[src/rtl/fm_pkg.sv]
package fm_pkg;
  typedef enum logic [1:0] {
    KIND_POWER = 2'd0,
    KIND_HARD  = 2'd1,
    KIND_L1    = 2'd2,
    KIND_ALT   = 2'd3
  } start_kind_e;
endpackage

[src/rtl/fm_ready_eval.sv]
module fm_ready_eval
  import fm_pkg::*;
(
  input  logic       clk,
  input  logic       rst_n,
  input  logic       start_stb,
  input  logic [1:0] start_kind,
  input  logic       cfg_done,
  input  logic       sw_ready,
  input  logic       tables_loaded,
  input  logic       align_done,
  input  logic       pipe_filled,
  output logic       ready
);
  start_kind_e kind_q;
  logic need_cfg, need_tab;

  always_ff @(posedge clk) begin
    if (!rst_n)         kind_q <= KIND_POWER;
    else if (start_stb) kind_q <= start_kind_e'(start_kind);
  end

  always_comb begin
    need_cfg = 1'b1;
    need_tab = 1'b1;
    case (kind_q)
      KIND_HARD: begin need_cfg = 1'b1; need_tab = 1'b0; end
      KIND_L1:   begin need_cfg = 1'b0; need_tab = 1'b0; end
      default:   begin need_cfg = 1'b1; need_tab = 1'b1; end
    endcase
  end

  assign ready = align_done && pipe_filled
              && (!need_cfg || (cfg_done && sw_ready))
              && (!need_tab || tables_loaded);

  AST_L1_MINIMAL: assert property (@(posedge clk) disable iff (!rst_n)
    (kind_q == KIND_L1 && align_done && pipe_filled) |-> ready);
endmodule

[src/rtl/fm_backlog.sv]
module fm_backlog #(
  parameter int CNT_W = 8
) (
  input  logic             clk,
  input  logic             rst_n,
  input  logic             trig_acc,
  input  logic             evt_sent,
  input  logic [CNT_W-1:0] wof_hi,
  input  logic [CNT_W-1:0] wof_lo,
  output logic             wof
);
  localparam logic [CNT_W-1:0] CNT_MAX = {CNT_W{1'b1}};
  logic [CNT_W-1:0] cnt_q;

  always_ff @(posedge clk) begin
    if (!rst_n) cnt_q <= '0;
    else if (trig_acc && !evt_sent && cnt_q != CNT_MAX) cnt_q <= cnt_q + 1'b1;
    else if (evt_sent && !trig_acc && cnt_q != '0)      cnt_q <= cnt_q - 1'b1;
  end

  always_ff @(posedge clk) begin
    if (!rst_n)               wof <= 1'b0;
    else if (cnt_q >= wof_hi) wof <= 1'b1;
    else if (cnt_q < wof_lo)  wof <= 1'b0;
  end

  AST_NO_UNDERFLOW: assert property (@(posedge clk) disable iff (!rst_n)
    (cnt_q == '0 && evt_sent && !trig_acc) |=> cnt_q == '0);
  AST_NO_OVERFLOW: assert property (@(posedge clk) disable iff (!rst_n)
    (cnt_q == CNT_MAX && trig_acc && !evt_sent) |=> cnt_q == CNT_MAX);
  AST_WOF_SET: assert property (@(posedge clk) disable iff (!rst_n)
    (cnt_q >= wof_hi) |=> wof);
endmodule

[src/rtl/fm_status_enc.sv]
module fm_status_enc #(
  parameter int NUM_LINKS = 5,
  parameter int CNT_W     = 8
) (
  input  logic                 clk,
  input  logic                 rst_n,
  input  logic                 start_stb,
  input  logic [1:0]           start_kind,
  input  logic                 cfg_done,
  input  logic                 sw_ready,
  input  logic                 tables_loaded,
  input  logic                 align_done,
  input  logic                 pipe_filled,
  input  logic [NUM_LINKS-1:0] link_sd,
  input  logic [NUM_LINKS-1:0] link_osy,
  input  logic                 main_osy,
  input  logic                 trig_acc,
  input  logic                 evt_sent,
  input  logic [CNT_W-1:0]     wof_hi,
  input  logic [CNT_W-1:0]     wof_lo,
  output logic                 fm_rdy,
  output logic                 fm_bsy,
  output logic                 fm_wof,
  output logic                 fm_osy
);
  logic ready, link_err;

  fm_ready_eval u_ready (
    .clk(clk), .rst_n(rst_n), .start_stb(start_stb), .start_kind(start_kind),
    .cfg_done(cfg_done), .sw_ready(sw_ready), .tables_loaded(tables_loaded),
    .align_done(align_done), .pipe_filled(pipe_filled), .ready(ready)
  );

  fm_backlog #(.CNT_W(CNT_W)) u_backlog (
    .clk(clk), .rst_n(rst_n), .trig_acc(trig_acc), .evt_sent(evt_sent),
    .wof_hi(wof_hi), .wof_lo(wof_lo), .wof(fm_wof)
  );

  assign link_err = !(&link_sd);

  always_ff @(posedge clk) begin
    if (!rst_n) begin
      fm_rdy <= 1'b0;
      fm_bsy <= 1'b1;
      fm_osy <= 1'b0;
    end else begin
      fm_rdy <= link_err || ready;
      fm_bsy <= link_err || !ready;
      fm_osy <= (|link_osy) || main_osy;
    end
  end

  AST_ERR_BOTH: assert property (@(posedge clk) disable iff (!rst_n)
    link_err |=> (fm_rdy && fm_bsy));
  AST_NOERR_EXCL: assert property (@(posedge clk) disable iff (!rst_n)
    !link_err |=> (fm_rdy != fm_bsy));
  AST_OSY_OR: assert property (@(posedge clk) disable iff (!rst_n)
    ((|link_osy) || main_osy) |=> fm_osy);
endmodule

[config.mk]
export PLATFORM = sky130hd
export DESIGN_NAME = fm_status_enc
export DESIGN_NICKNAME = d
export VERILOG_FILES = /design/src/rtl/fm_pkg.sv /design/src/rtl/fm_ready_eval.sv /design/src/rtl/fm_backlog.sv /design/src/rtl/fm_status_enc.sv
export SDC_FILE = /design/constraint.sdc
export NUM_CORES = 1
export LEC_CHECK = 0
export BUFFER_PORTS_ARGS = -buffer_cell sky130_fd_sc_hd__buf_2
export CORE_MARGIN = 4
export CORE_UTILIZATION = 30
export CTS_BUF_LIST = sky130_fd_sc_hd__clkbuf_4 sky130_fd_sc_hd__clkbuf_8 sky130_fd_sc_hd__clkbuf_16
export CTS_CLUSTER_SIZE = 12
export DETAILED_ROUTE_END_ITERATION = 16
export PLACE_DENSITY = 0.56
export SYNTH_ARGS = -nofsm -noshare
export SYNTH_HDL_FRONTEND = slang
export SYNTH_SLANG_ARGS = --single-unit
export TNS_END_PERCENT = 50
[constraint.sdc]
create_clock -name clk -period 2.81 [get_ports clk]
set_input_delay 0.7025 -clock clk [delete_from_list [all_inputs] [get_ports clk]]
set_output_delay 0.7025 -clock clk [all_outputs]
set_load 0.005 [all_outputs]
==> results.txt <==
In the final layout, the multi-input gates occupy 839.6 um2. Relative to the synthesized area, the layout overhead comes to 29.96%. Of the total power, combinational logic draws 0.505. The average cell area after synthesis came out at 8.501 um2. The overall power of the completed layout is 954.9 uW. The number of nets with antenna violations after routing is 0.

Setup repair after global routing left no endpoint under its margin. The area enclosed by the die boundary came out at 5071 um2. The aggregate global routing overflow came out at 0.

The worst IR drop on VDD came out at 0.1795 mV. The required time at the worst-slack endpoint came out at 2.99 ns. The switching portion of total power came out at 0.3731. The count of warnings emitted by yosys is 0. The worst slew margin relative to its limit came out at 0.7867.

The aggregate routed wire length came out at 2.933 mm. The routed design could run at a clock period as short as 2.566 ns. The net load switching power is 356.3 uW. The flow ran to the end, and the final reports show no timing, DRC or antenna violations. STA classifies the critical path startpoint as a flop. The congestion estimate from routability-driven global placement came to 0.8229. Clock tree synthesis inserted a total of 3 buffers. The final-report max-slew violation count came to 0. TritonCTS built the clock tree.

The fraction of registers with async set/reset is 0. Setup violations remaining at the end of the flow were counted as 0. The worst reg2reg path depth is 9.

In this run, synthesis inferred 0 flip-flops with an integrated enable. Clock latency on the worst-skew pair, taken at its later pin, is 0.25 ns. For this run, the register share of the synthesized area comes to 0.2338. The share of the clock period used by the worst path after layout is 0.9131.

Of the total power, the clock network draws 0.209. The total of max-cap violations is 0. Pin placement for this block handled 43 I/O pins. The tightest min-delay check is of the reg -> reg type. The achievable clock frequency is 389.7 MHz. By startpoint and endpoint, the worst setup path is classified as reg -> reg.

Entering global routing, the biggest net connects 11 pins. In the routed layout, each cell is associated on average with a via count of 4.975. The sequential group share of total power came out at 0.287. Clock tree synthesis selected as its root buffer the cell sky130_fd_sc_hd__clkbuf_8. The core box area is 3771 um2. The number of buffers inserted by hold repair at cts came out at 0. The initial utilization of the core area, before any placement, comes to 0.3179. The static leakage is 0.0008276 uW.

Input and output buffers added on the ports amount to 42. Among all flip-flop cells after synthesis, the most frequent one is sky130_fd_sc_hd__dfxtp_1. The total via count in the routed design came out at 1194. The worst-case clock skew came out at 0.002880 ns. Cell internal power was estimated by the tool at 598.6 uW. The hold-critical path depth is 2.

On the final layout, the worst hold slack is 0.5021 ns. The level count of the clock H-tree came out at 1. The arrival time at the worst endpoint came out at 2.75 ns.

Adding up every negative setup slack in the final design gives 0 ns. STA classifies the critical path endpoint as a flop. The area taken by flip-flops and latches came out at 280.3 um2. For this design the ratio of total power to cell area is 613.0 nW/um2. The clock-pin slew on the worst setup and hold paths is 0.06 ns. The number of antenna diodes is 0. The number of cells produced by synthesis came out at 141. Of all nets on the critical path, the largest fanout is 10. The width of the die is 71.21 um.

The floorplan step set the die height to 71.21 um. Once detailed placement completed, the half-perimeter wirelength came to 2.472 mm. In this run, post-CTS repair resized a total of 0 instances.

The final layout contains 255 nets. The layout has 393 filler cells. The mean routed wirelength per cell is 12.22 um. After synthesis the cells add up to 1199 um2. After synthesis the netlist holds a flip-flop and latch count of 14. The total count of hold-check failures in the final report came to 0. The final routed DRC violation total is 0. The pin slew with the least headroom to its limit came out at 0.3180 ns.

The number of antenna violations at the first check in global routing came out at 0. The detailed-routing iteration count for the pre-antenna-repair pass came out at 4. In this run the most critical hold path is launched from u_ready.kind_q[0]$_SDFFE_PN0P_. In the layout the commonest cells are 42 x sky130_fd_sc_hd__buf_2, 22 x sky130_fd_sc_hd__ha_1, 17 x sky130_fd_sc_hd__inv_1.

The critical register-to-register path startpoint is u_backlog.cnt_q[1]$_SDFFE_PN0P_. The total setup buffers inserted after CTS came out at 0. The commonest non-fill, non-tap cell in the layout is sky130_fd_sc_hd__buf_2. The detailed router's first-iteration violation count came out at 27. Tracing the worst setup path back leads to its startpoint at u_backlog.cnt_q[1]$_SDFFE_PN0P_. The floorplan row count is 22.

The number of different library cells in the post-synthesis netlist is 36. The wire length of the first global-routing pass is 4.864 mm. The share of layout cells above drive strength 1 is 0.2969.

The clock net sink count came out at 14. The via count of the first global-routing pass was 1161. The largest buffer count on any clock path is 2. The global-route usage over all layers came out at 0.1183. The number of nets handed over by synthesis was 203.
[worst paths after layout]
check | to | slack (ns)
max reg2reg | u_backlog.cnt_q[7]$_SDFFE_PN0P_ | 0.24
max | u_backlog.cnt_q[7]$_SDFFE_PN0P_ | 0.24
min | u_ready.kind_q[0]$_SDFFE_PN0P_ | 0.50
min reg2reg | u_ready.kind_q[0]$_SDFFE_PN0P_ | 0.50
[cell type report]
class | count | share of cell area
inverters | 18 | 0.04337
clock buffers | 4 | 0.03534
well taps | 48 | 0.03855
repair buffers | 48 | 0.1639
multi-input cells | 108 | 0.5390
flip-flops and latches | 14 | 0.1799
[power groups by stage]
stage	Combinational [uW]	Clock, uW	Sequential [uW]
after floorplan	336	0	281
after global placement	467	0	277
after detailed placement	482	0	278
after CTS	486	205	274
after global routing	546	219	281
final	482	199	274
[layer usage]
| metal | share of wire | up-vias | GRT usage |
|---|---|---|---|
| met5 | 0 | - | 0 |
| met4 | 0.025 | 0 | 0.07098 |
| met3 | 0.027 | 6 | 0.01262 |
| met2 | 0.53 | 19 | 0.2153 |
| met1 | 0.42 | 546 | 0.1308 |
| li1 | - | 623 | - |
[cell families (layout without fill, tap and decap cells)]
group / Yosys count / count (layout) / synth area share
AND/OR/NAND/NOR: 35 / 35 / 0.1566
flip-flops: 14 / 14 / 0.2338
buffers and inverters: 19 / 70 / 0.06576
XOR/XNOR: 4 / 4 / 0.02923
multiplexers: 2 / 2 / 0.01670
AO/OA/AOI/OAI: 44 / 44 / 0.2516
adder cells (fa/ha/maj): 23 / 23 / 0.2463
[per-stage QoR]
stage,setup WS [ns],cells,utilization,area [um2]
3_5_place_dp,0.1398,236,0.3985,1503
4_1_cts,0.2427,240,0.4131,1558
6_report,0.2442,240,0.4131,1558
2_1_floorplan,0.1190,141,-,1199
3_3_place_gp,0.2028,236,0.3985,1503
5_1_grt,0.1080,240,0.4131,1558
[cells in the mapped netlist, types with 3 or more instances]
cell type	number	area (um2)
sky130_fd_sc_hd__ha_1	22	275.3
sky130_fd_sc_hd__inv_1	17	63.81
sky130_fd_sc_hd__dfxtp_1	14	280.3
sky130_fd_sc_hd__a21oi_1	11	55.05
sky130_fd_sc_hd__nand2_1	8	30.03
sky130_fd_sc_hd__nand3_1	6	30.03
sky130_fd_sc_hd__nor2_1	6	22.52
sky130_fd_sc_hd__a21o_1	5	37.54
sky130_fd_sc_hd__a211o_1	4	35.03
sky130_fd_sc_hd__a211oi_1	4	30.03
sky130_fd_sc_hd__o21ai_0	4	20.02
sky130_fd_sc_hd__nand4_1	3	18.77
sky130_fd_sc_hd__nor4_1	3	18.77
sky130_fd_sc_hd__o211ai_1	3	22.52
[worst max-delay path: stages (launching register included)]
cell and delay [ns]:
sky130_fd_sc_hd__dfxtp_1 0.48, sky130_fd_sc_hd__nand4_1 0.13, sky130_fd_sc_hd__o211ai_1 0.32, sky130_fd_sc_hd__buf_4 0.24, sky130_fd_sc_hd__ha_1 0.28, sky130_fd_sc_hd__and3_1 0.20, sky130_fd_sc_hd__and3_4 0.18, sky130_fd_sc_hd__or3_4 0.38
sky130_fd_sc_hd__a21o_1 0.17, sky130_fd_sc_hd__a21oi_2 0.12
[registers in the layout, summed over array words and instances, names as in the netlist]
name / cells
u_backlog.cnt_q: 8
fm_bsy: 1
fm_rdy: 1
u_ready.kind_q: 2
fm_osy: 1
u_backlog.wof: 1
Power figures use the tool's default switching activity.
